--- src/rtl/cap_pkg.sv ---
package cap_pkg;
   // Which strobe transition qualifies a word.
   typedef enum logic {
      EDGE_RISE = 1'b0,
      EDGE_FALL = 1'b1
   } edge_sel_e;

   // Upper limit on the delay-select width (2^3 = 8 taps).
   localparam int DLY_W_LIMIT = 3;
endpackage

--- src/rtl/cap_sync2.sv ---
module cap_sync2 #(
   parameter int W = 1
) (
   input  logic         clk,
   input  logic         rst,
   input  logic [W-1:0] d,
   output logic [W-1:0] q
);
   // First stage only absorbs timing violations; logic reads q alone.
   logic [W-1:0] guard_q;

   always_ff @(posedge clk) begin
      if (rst) begin
         guard_q <= '0;
         q       <= '0;
      end else begin
         guard_q <= d;
         q       <= guard_q;
      end
   end
endmodule

--- src/rtl/cap_edge.sv ---
module cap_edge #(
   parameter cap_pkg::edge_sel_e SEL = cap_pkg::EDGE_RISE
) (
   input  logic clk,
   input  logic rst,
   input  logic sig,
   output logic pulse
);
   logic       prev_q;
   logic [1:0] warm_q;
   logic       armed;
   logic       hit;

   // Hold the detector off until the two sync stages and prev_q hold real samples.
   assign armed = (warm_q == 2'd3);

   always_ff @(posedge clk) begin
      if (rst) begin
         prev_q <= 1'b0;
         warm_q <= 2'd0;
      end else begin
         prev_q <= sig;
         if (!armed) warm_q <= warm_q + 2'd1;
      end
   end

   generate
      if (SEL == cap_pkg::EDGE_FALL) begin : g_fall
         assign hit = prev_q & ~sig;
      end else begin : g_rise
         assign hit = sig & ~prev_q;
      end
   endgenerate

   assign pulse = hit & armed;

   // a qualifying transition yields a single-cycle pulse
   assert_single_pulse_R2: assert property (@(posedge clk) disable iff (rst)
      pulse |=> !pulse);
endmodule

--- src/rtl/cap_delay.sv ---
module cap_delay #(
   parameter int W     = 8,
   parameter int DLY_W = 3
) (
   input  logic             clk,
   input  logic             rst,
   input  logic             in_valid,
   input  logic [W-1:0]     in_word,
   input  logic [DLY_W-1:0] dly,
   output logic             out_valid,
   output logic [W-1:0]     out_word
);
   localparam int DEPTH = 1 << DLY_W;

   logic [DEPTH-1:0] v_q;
   logic [W-1:0]     w_q [DEPTH];

   always_ff @(posedge clk) begin
      if (rst) begin
         v_q <= '0;
         for (int i = 0; i < DEPTH; i++) w_q[i] <= '0;
      end else begin
         v_q[0] <= in_valid;
         w_q[0] <= in_word;
         for (int i = 1; i < DEPTH; i++) begin
            v_q[i] <= v_q[i-1];
            w_q[i] <= w_q[i-1];
         end
      end
   end

   // Flag and word come from the same tap, so they stay aligned.
   assign out_valid = v_q[dly];
   assign out_word  = w_q[dly];

   // with zero delay a pulse appears exactly one register later
   assert_zero_delay_R5: assert property (@(posedge clk) disable iff (rst)
      ($past(in_valid) && (dly == '0)) |-> out_valid);
endmodule

--- src/rtl/strobe_capture.sv ---
module strobe_capture #(
   parameter int                 DATA_W   = 8,
   parameter int                 SIDE_W   = 2,
   parameter int                 DLY_W    = 3,
   parameter int                 CNT_W    = 16,
   parameter cap_pkg::edge_sel_e EDGE_SEL = cap_pkg::EDGE_RISE
) (
   input  logic              clk,
   input  logic              rst,
   input  logic              ext_strobe,
   input  logic [DATA_W-1:0] ext_data,
   input  logic [SIDE_W-1:0] ext_side,
   input  logic [DLY_W-1:0]  cap_dly,
   output logic              word_valid,
   output logic [DATA_W-1:0] word_data,
   output logic [SIDE_W-1:0] word_side,
   output logic [CNT_W-1:0]  word_count
);
   localparam int   WORD_W  = DATA_W + SIDE_W;
   localparam int   BUS_W   = 1 + WORD_W;
   localparam logic ACT_LVL = (EDGE_SEL == cap_pkg::EDGE_RISE);

   generate
      if (DATA_W < 1) begin : g_bad_data
         $error("DATA_W must be at least 1");
      end
      if (SIDE_W < 1) begin : g_bad_side
         $error("SIDE_W must be at least 1");
      end
      if (DLY_W < 1 || DLY_W > cap_pkg::DLY_W_LIMIT) begin : g_bad_dly
         $error("DLY_W must lie in 1..3");
      end
      if (CNT_W < 2) begin : g_bad_cnt
         $error("CNT_W must be at least 2");
      end
   endgenerate

   logic [BUS_W-1:0]  bus_s;
   logic              strobe_s;
   logic [WORD_W-1:0] word_s;
   logic              cap_pulse;
   logic [WORD_W-1:0] word_d;

   cap_sync2 #(.W(BUS_W)) sync_i (
      .clk (clk),
      .rst (rst),
      .d   ({ext_side, ext_data, ext_strobe}),
      .q   (bus_s)
   );

   assign strobe_s = bus_s[0];
   assign word_s   = bus_s[BUS_W-1:1];

   cap_edge #(.SEL(EDGE_SEL)) edge_i (
      .clk   (clk),
      .rst   (rst),
      .sig   (strobe_s),
      .pulse (cap_pulse)
   );

   cap_delay #(.W(WORD_W), .DLY_W(DLY_W)) delay_i (
      .clk       (clk),
      .rst       (rst),
      .in_valid  (cap_pulse),
      .in_word   (word_s),
      .dly       (cap_dly),
      .out_valid (word_valid),
      .out_word  (word_d)
   );

   assign word_data = word_d[DATA_W-1:0];
   assign word_side = word_d[WORD_W-1:DATA_W];

   always_ff @(posedge clk) begin
      if (rst)             word_count <= '0;
      else if (word_valid) word_count <= word_count + CNT_W'(1);
   end

   // a pulse means the pin showed the active level two samples ago
   assert_sync_path_R1: assert property (@(posedge clk) disable iff (rst)
      cap_pulse |-> ($past(ext_strobe, 2) == ACT_LVL));

   // no pulse while the synchronised strobe holds still
   assert_idle_quiet_R6: assert property (@(posedge clk) disable iff (rst)
      cap_pulse |-> !$stable(strobe_s));

   // count steps by exactly one after each emitted word
   assert_count_step_R8: assert property (@(posedge clk) disable iff (rst)
      word_valid |=> (word_count == $past(word_count) + CNT_W'(1)));
endmodule

--- config.mk ---
export PLATFORM = sky130hd
export DESIGN_NAME = strobe_capture
export DESIGN_NICKNAME = d
export VERILOG_FILES = /design/src/rtl/cap_pkg.sv /design/src/rtl/cap_sync2.sv /design/src/rtl/cap_edge.sv /design/src/rtl/cap_delay.sv /design/src/rtl/strobe_capture.sv
export SDC_FILE = /design/constraint.sdc
export NUM_CORES = 1
export LEC_CHECK = 0
export CORE_ASPECT_RATIO = 0.8
export CORE_MARGIN = 2
export CORE_UTILIZATION = 25
export CTS_CLUSTER_SIZE = 40
export DETAILED_ROUTE_END_ITERATION = 6
export DONT_BUFFER_PORTS = 1
export SLEW_MARGIN = 20
export SYNTH_ARGS = -nofsm -noshare
export SYNTH_HDL_FRONTEND = slang
export SYNTH_SLANG_ARGS = --single-unit
export TNS_END_PERCENT = 20
--- constraint.sdc ---
create_clock -name clk -period 1.7 [get_ports clk]
set_clock_uncertainty 0.2 [all_clocks]
set_input_delay 0.17 -clock clk [delete_from_list [all_inputs] [get_ports clk]]
set_output_delay 0.17 -clock clk [all_outputs]
set_load 0.02 [all_outputs]
# Word level (Yosys, flattened, before mapping)
# Memory sizes are Yosys's and may differ from the RTL's.
# Index checks and enable logic that the tools add are counted.
dict set report totals {
  output_inout_bits 27
  memories 1
  mem_bits_rw 80
  register_bits 49
}
# name depth word_bits rd rd_clocked_by_memory_dff write_ports line
set memory_table {}
lappend memory_table {delay_i.w_q 8 10 8 0 8 cap_delay.sv:16} ;# logic [W-1:0] w_q [DEPTH];
dict set report op_classes {
  addsub 2
  n_eq_ne 1
  n_bitwise 11
  n_lt_le_gt_ge 1
  muxes 13
}
# cell count
set ops {}
lappend ops {{$mux W10} 8}
lappend ops {{$add A16 B1 Y16 const B} 1}
lappend ops {{$or A1 B1 Y1} 8}
lappend ops {{$lt A3 B4 Y1 const B} 1}
lappend ops {{$mux W1} 4}
lappend ops {{$bmux W1 S3} 1}
lappend ops {{$add A2 B1 Y2 const B} 1}
lappend ops {{$and A1 B1 Y1} 2}
lappend ops {{$eq A2 B2 Y1 const B} 1}
lappend ops {{$not A1 Y1} 1}

# Longest topological paths before layout
dict set report logic_depth {
  word_depth 3
  ltp_mapped 7
}

# Modules after synthesis
# From an unflattened synthesis, not the netlist that was laid out.
dict set report hier_totals {
  hier_cells 363
  area_unflattened_um2 4613.2
}
# module area_each_um2 seq_area_each_um2 n_inst cells_each
set by_module_without_submodules {}
lappend by_module_without_submodules {cap_delay 3103.0 1761.7 1 223}
lappend by_module_without_submodules {strobe_capture 757.0 320.3 1 83}
lappend by_module_without_submodules {cap_sync2 640.6 440.4 1 46}
lappend by_module_without_submodules {cap_edge 112.6 60.1 1 11}

# Least setup slack after synthesis
# OpenSTA, ideal clock, no wires.
dict set report synth_path {
  path_kind {register to register}
  start {register word_count[3]}
  end {register word_count[15]}
  path_buffers 0
  stages_incl_launch_ff 5
  synth_period_minus_slack_ps 1864
  arrival_ps 1543
  slack_ps -164
  path_cell_list {dfxtp_1 > and4_1 > nand4_1 > nor4_1 > mux2_2}
}
dict set report synth_via {
  elab_chain_len 1
}
# item line
set synth_rtl {}
lappend synth_rtl {{start: declaration} strobe_capture.sv:17} ;# output logic [CNT_W-1:0] word_count
lappend synth_rtl {{start signal: assignment} strobe_capture.sv:76} ;# else if (word_valid) word_count <= word_count + CNT_W'(1);
lappend synth_rtl {{$add A16 B1 Y16} strobe_capture.sv:76}
# Every way passes these cells.
# A chain may end at the register's enable or synchronous reset.

==> key figures <==
Synth
  • Number of distinct library cells after synthesis: 33
  • Seq/Total Area, Yosys: 56.29%
  • Cells after synthesis: 388
  • Number of synthesized flops with an enable pin: 0
  • Syn Nets: 406
  • Yosys reg bits: 129
  • Mapped cell area: 4588 µm²
  • Top FF cell, synth: dfxtp_1
  • Synth warnings: 0
  • Post-Syn Area per Cell: 11.83 µm²
  • FFs w/ async S/R, synth: 0%

Global routing
  • Initial antenna violation count: 2
  • GRT Total Usage: 11.11%
  • First-pass GRT wire length: roughly 17 mm
  • Largest net degree at the start of global routing: 72
  • Total gr overflow: 0
  • Vias in the first global route: 3429

Routing
  • DRC: 0
  • First DRT Iteration DRCs: 137
  • Post-Route WL: 10.50 mm
  • Pre-Repair DR Iteration Count: 4
  • Routed vias/inst: 4.379
  • Vias: 3214
  • Per-cell routed wire length: 14.31 µm
  • Post-route antenna net violation count: 0

CTS
  • H-tree depth: 4
  • Number of buffers created by CTS: 17
  • Clk Latency, worst-skew pair: 0.41 ns
  • CTS Buffer Depth: 2
  • CTS tree: yes
  • Clk Tree Root Cell: clkbuf_16
  • Clk sinks: 129
  • Clock-pin slew on the worst setup and hold paths: 0.06 ns

STA
  • Final setup viols: 27
  • Slew Limit Headroom: 73.54%
  • Tcrit/Tclk final: 112.1%
  • Setup TNS: -3.517 ns
  • Worst setup margin: -0.2058 ns
  • Hold slack: ~0.18 ns
  • Max-slew violations: 0
  • Final Critical Period: 1.906 ns
  • Worst-margin pin slew: 0.3935 ns
  • Hold Fails Final Rpt: 0
  • RSZ-0062 raised after global routing: yes
  • Fmax: 0.5247 GHz

Power and ir drop
  • P per Cell Area: 1053 nW/µm²
  • Maximum vdd drop: around 520 µV
  • Leakage: 2.712 nW

Placed design
  • Port Buf Inserts: 0
  • Placed wire-length estimate: 5.263 mm
  • RePlAce Congestion: 0.7985

Critical path
  • Crit end category: output pin
  • Critical path class: flip-flop to output pin
  • Flop-to-flop setup slack: -0.19 ns
  • R2r startpoint: delay_i.v_q[5]$_SDFF_PP0_
  • Critical Path Fanout Max: 2
  • Setup crit start: delay_i.w_q[3][6]$_SDFF_PP0_
  • RR Endpoint: word_count[5]$_SDFFE_PP0P_
  • Startpoint types: flip-flop
  • R2R cell count: 6
  • CP Data Required Time: 1.33 ns
  • Crit path DAT: 1.54 ns

Floorplanning
  • Starting Density: 25.41%
  • Core Region: 18060 µm²
  • Io pins: 43
  • Die width: approximately 160 µm
  • Die area: 19460 µm²
  • Chip height: 125.2 µm
  • FP Rows: 44

Hold path
  • Hold crit path type: input port to flip-flop
  • Hold path startpoint: cap_dly[2]
  • Worst Hold Path EP: word_count[0]$_SDFFE_PP0P_
  • WHS Path Cells: 5

Final layout
  • Multi-input gate area: 2093 µm²
  • FILL cells: roughly 1.7k
  • Layout area overhead: 45.90%
  • Nets: 508
  • Register area: 2614 µm²
  • Share of cells above drive strength 1: between 20% and 30%

Run status
  • Outcome: finished, violations left
  • Failing checks: setup timing

Run
  • Max_cap viols: 0
Yosys cell counts (all sizes together) (3+ instances only):
cell | instances | area (µm²)
buf | 7 | 52.54
dfxtp | 129 | 2582
nor4 | 6 | 37.54
nand2 | 7 | 26.28
mux2i | 3 | 30.03
or4 | 7 | 52.55
clkbuf | 18 | 67.56
mux2 | 19 | 217.7
o31ai | 7 | 52.55
nor2b | 118 | 738.2
nand3 | 4 | 20.02
nand4 | 4 | 25.02
nor2 | 11 | 41.29
a21oi | 9 | 45.04
mux4 | 20 | 450.4
metrics by stage:
step	instances	area [µm²]	utilization [%]	setup slack, ns	power (mW)
after floorplan	388	4624	-	-0.05191	3.375
after global placement	615	4965	27.49	-0.02204	3.340
after detailed placement	615	4965	27.49	-0.1031	3.352
after CTS	728	6505	36.02	-0.2335	7.062
after global routing	734	6694	37.07	-0.2453	7.283
final	734	6694	37.07	-0.2058	7.050
placed cells by master (no fill, tap or decap), types with 5 or more instances in the layout:
cell type and n:
mux2_4 17, or4_1 5, nor2_1 11, dfxtp_2 19
buf_4 23, mux4_2 20, nor4_4 5, o31ai_1 7
dfxtp_1 108, dlygate4sd3_1 76, nand2_1 7, a21oi_2 6
clkbuf_16 18, nor2b_1 118
what timing repair did:
action / in CTS / in global routing
hold buffers: 77 / 0
cloned: 1 / 0
pin swaps: 8 / 12
endpoints found under the hold margin: 129 / 0
setup buffers: 4 / 4
gates resized for setup: 25 / 36
endpoints found under the setup margin: 23 / 30
where the power goes:
| group | total [mW] | switching (mW) | internal [mW] |
|---|---|---|---|
| sequential | 3.11 | 0.0277 | 3.08 |
| clock | 3.58 | 1.34 | 2.24 |
| combinational | 0.367 | 0.147 | 0.220 |
| total | 7.05 | 1.51 | 5.53 |
kinds of logic (layout without fill, tap and decap cells):
logic type	after synthesis	count (layout)	share of synthesized area [%]
flops	129	129	56.29
compound gates	20	20	2.972
fa+ha+maj	2	2	0.5453
xor+xnor	1	1	0.1909
other cells	0	2	0
buf+inv	27	141	2.781
simple gates	167	167	22.01
mux	42	42	15.22
flip-flops by register name (all words and copies together) (netlist names):
name / cells
edge_i.warm_q: 2
delay_i.v_q: 8
sync_i.guard_q: 11
edge_i.prev_q: 1
word_count: 16
sync_i.q: 11
delay_i.w_q: 80
layer usage:
layer | GRT usage (%) | vias up | wire [µm]
met4 | 6.638 | 0 | 243
met1 | 13.11 | 1612 | 4609
met2 | 18.48 | 61 | 5382
li1 | - | 1524 | -
met5 | 0 | - | 0
met3 | 2.496 | 17 | 267
worst max-delay path by stage:
| stage | slack (ns) | end | cells after the start |
|---|---|---|---|
| after global placement | -0.02 | word_count[15]$_SDFFE_PP0P_ | 5 |
| after floorplan | -0.05 | word_count[11]$_SDFFE_PP0P_ | 6 |
| after CTS | -0.23 | word_data[6] | 2 |
| after global routing | -0.25 | word_valid | 5 |
| final | -0.21 | word_data[6] | 2 |
| after detailed placement | -0.10 | word_count[11]$_SDFFE_PP0P_ | 5 |
layout make-up:
| class | count | share of cell area [%] |
|---|---|---|
| multi-input cells | 232 | 31.27 |
| inverters | 2 | 0.1121 |
| clock inverters | 11 | 1.963 |
| diodes | 2 | 0.07477 |
| repair buffers | 108 | 16.41 |
| clock buffers | 20 | 6.822 |
| flip-flops and latches | 129 | 39.05 |
| well taps | 230 | 4.299 |
worst max-delay path, cell delays in order, from the launching register on:
cell and delay (ns):
dfxtp_2 0.32, mux4_2 0.47, mux2_4 0.33
Note: power is estimated with default switching activity, not from simulation.
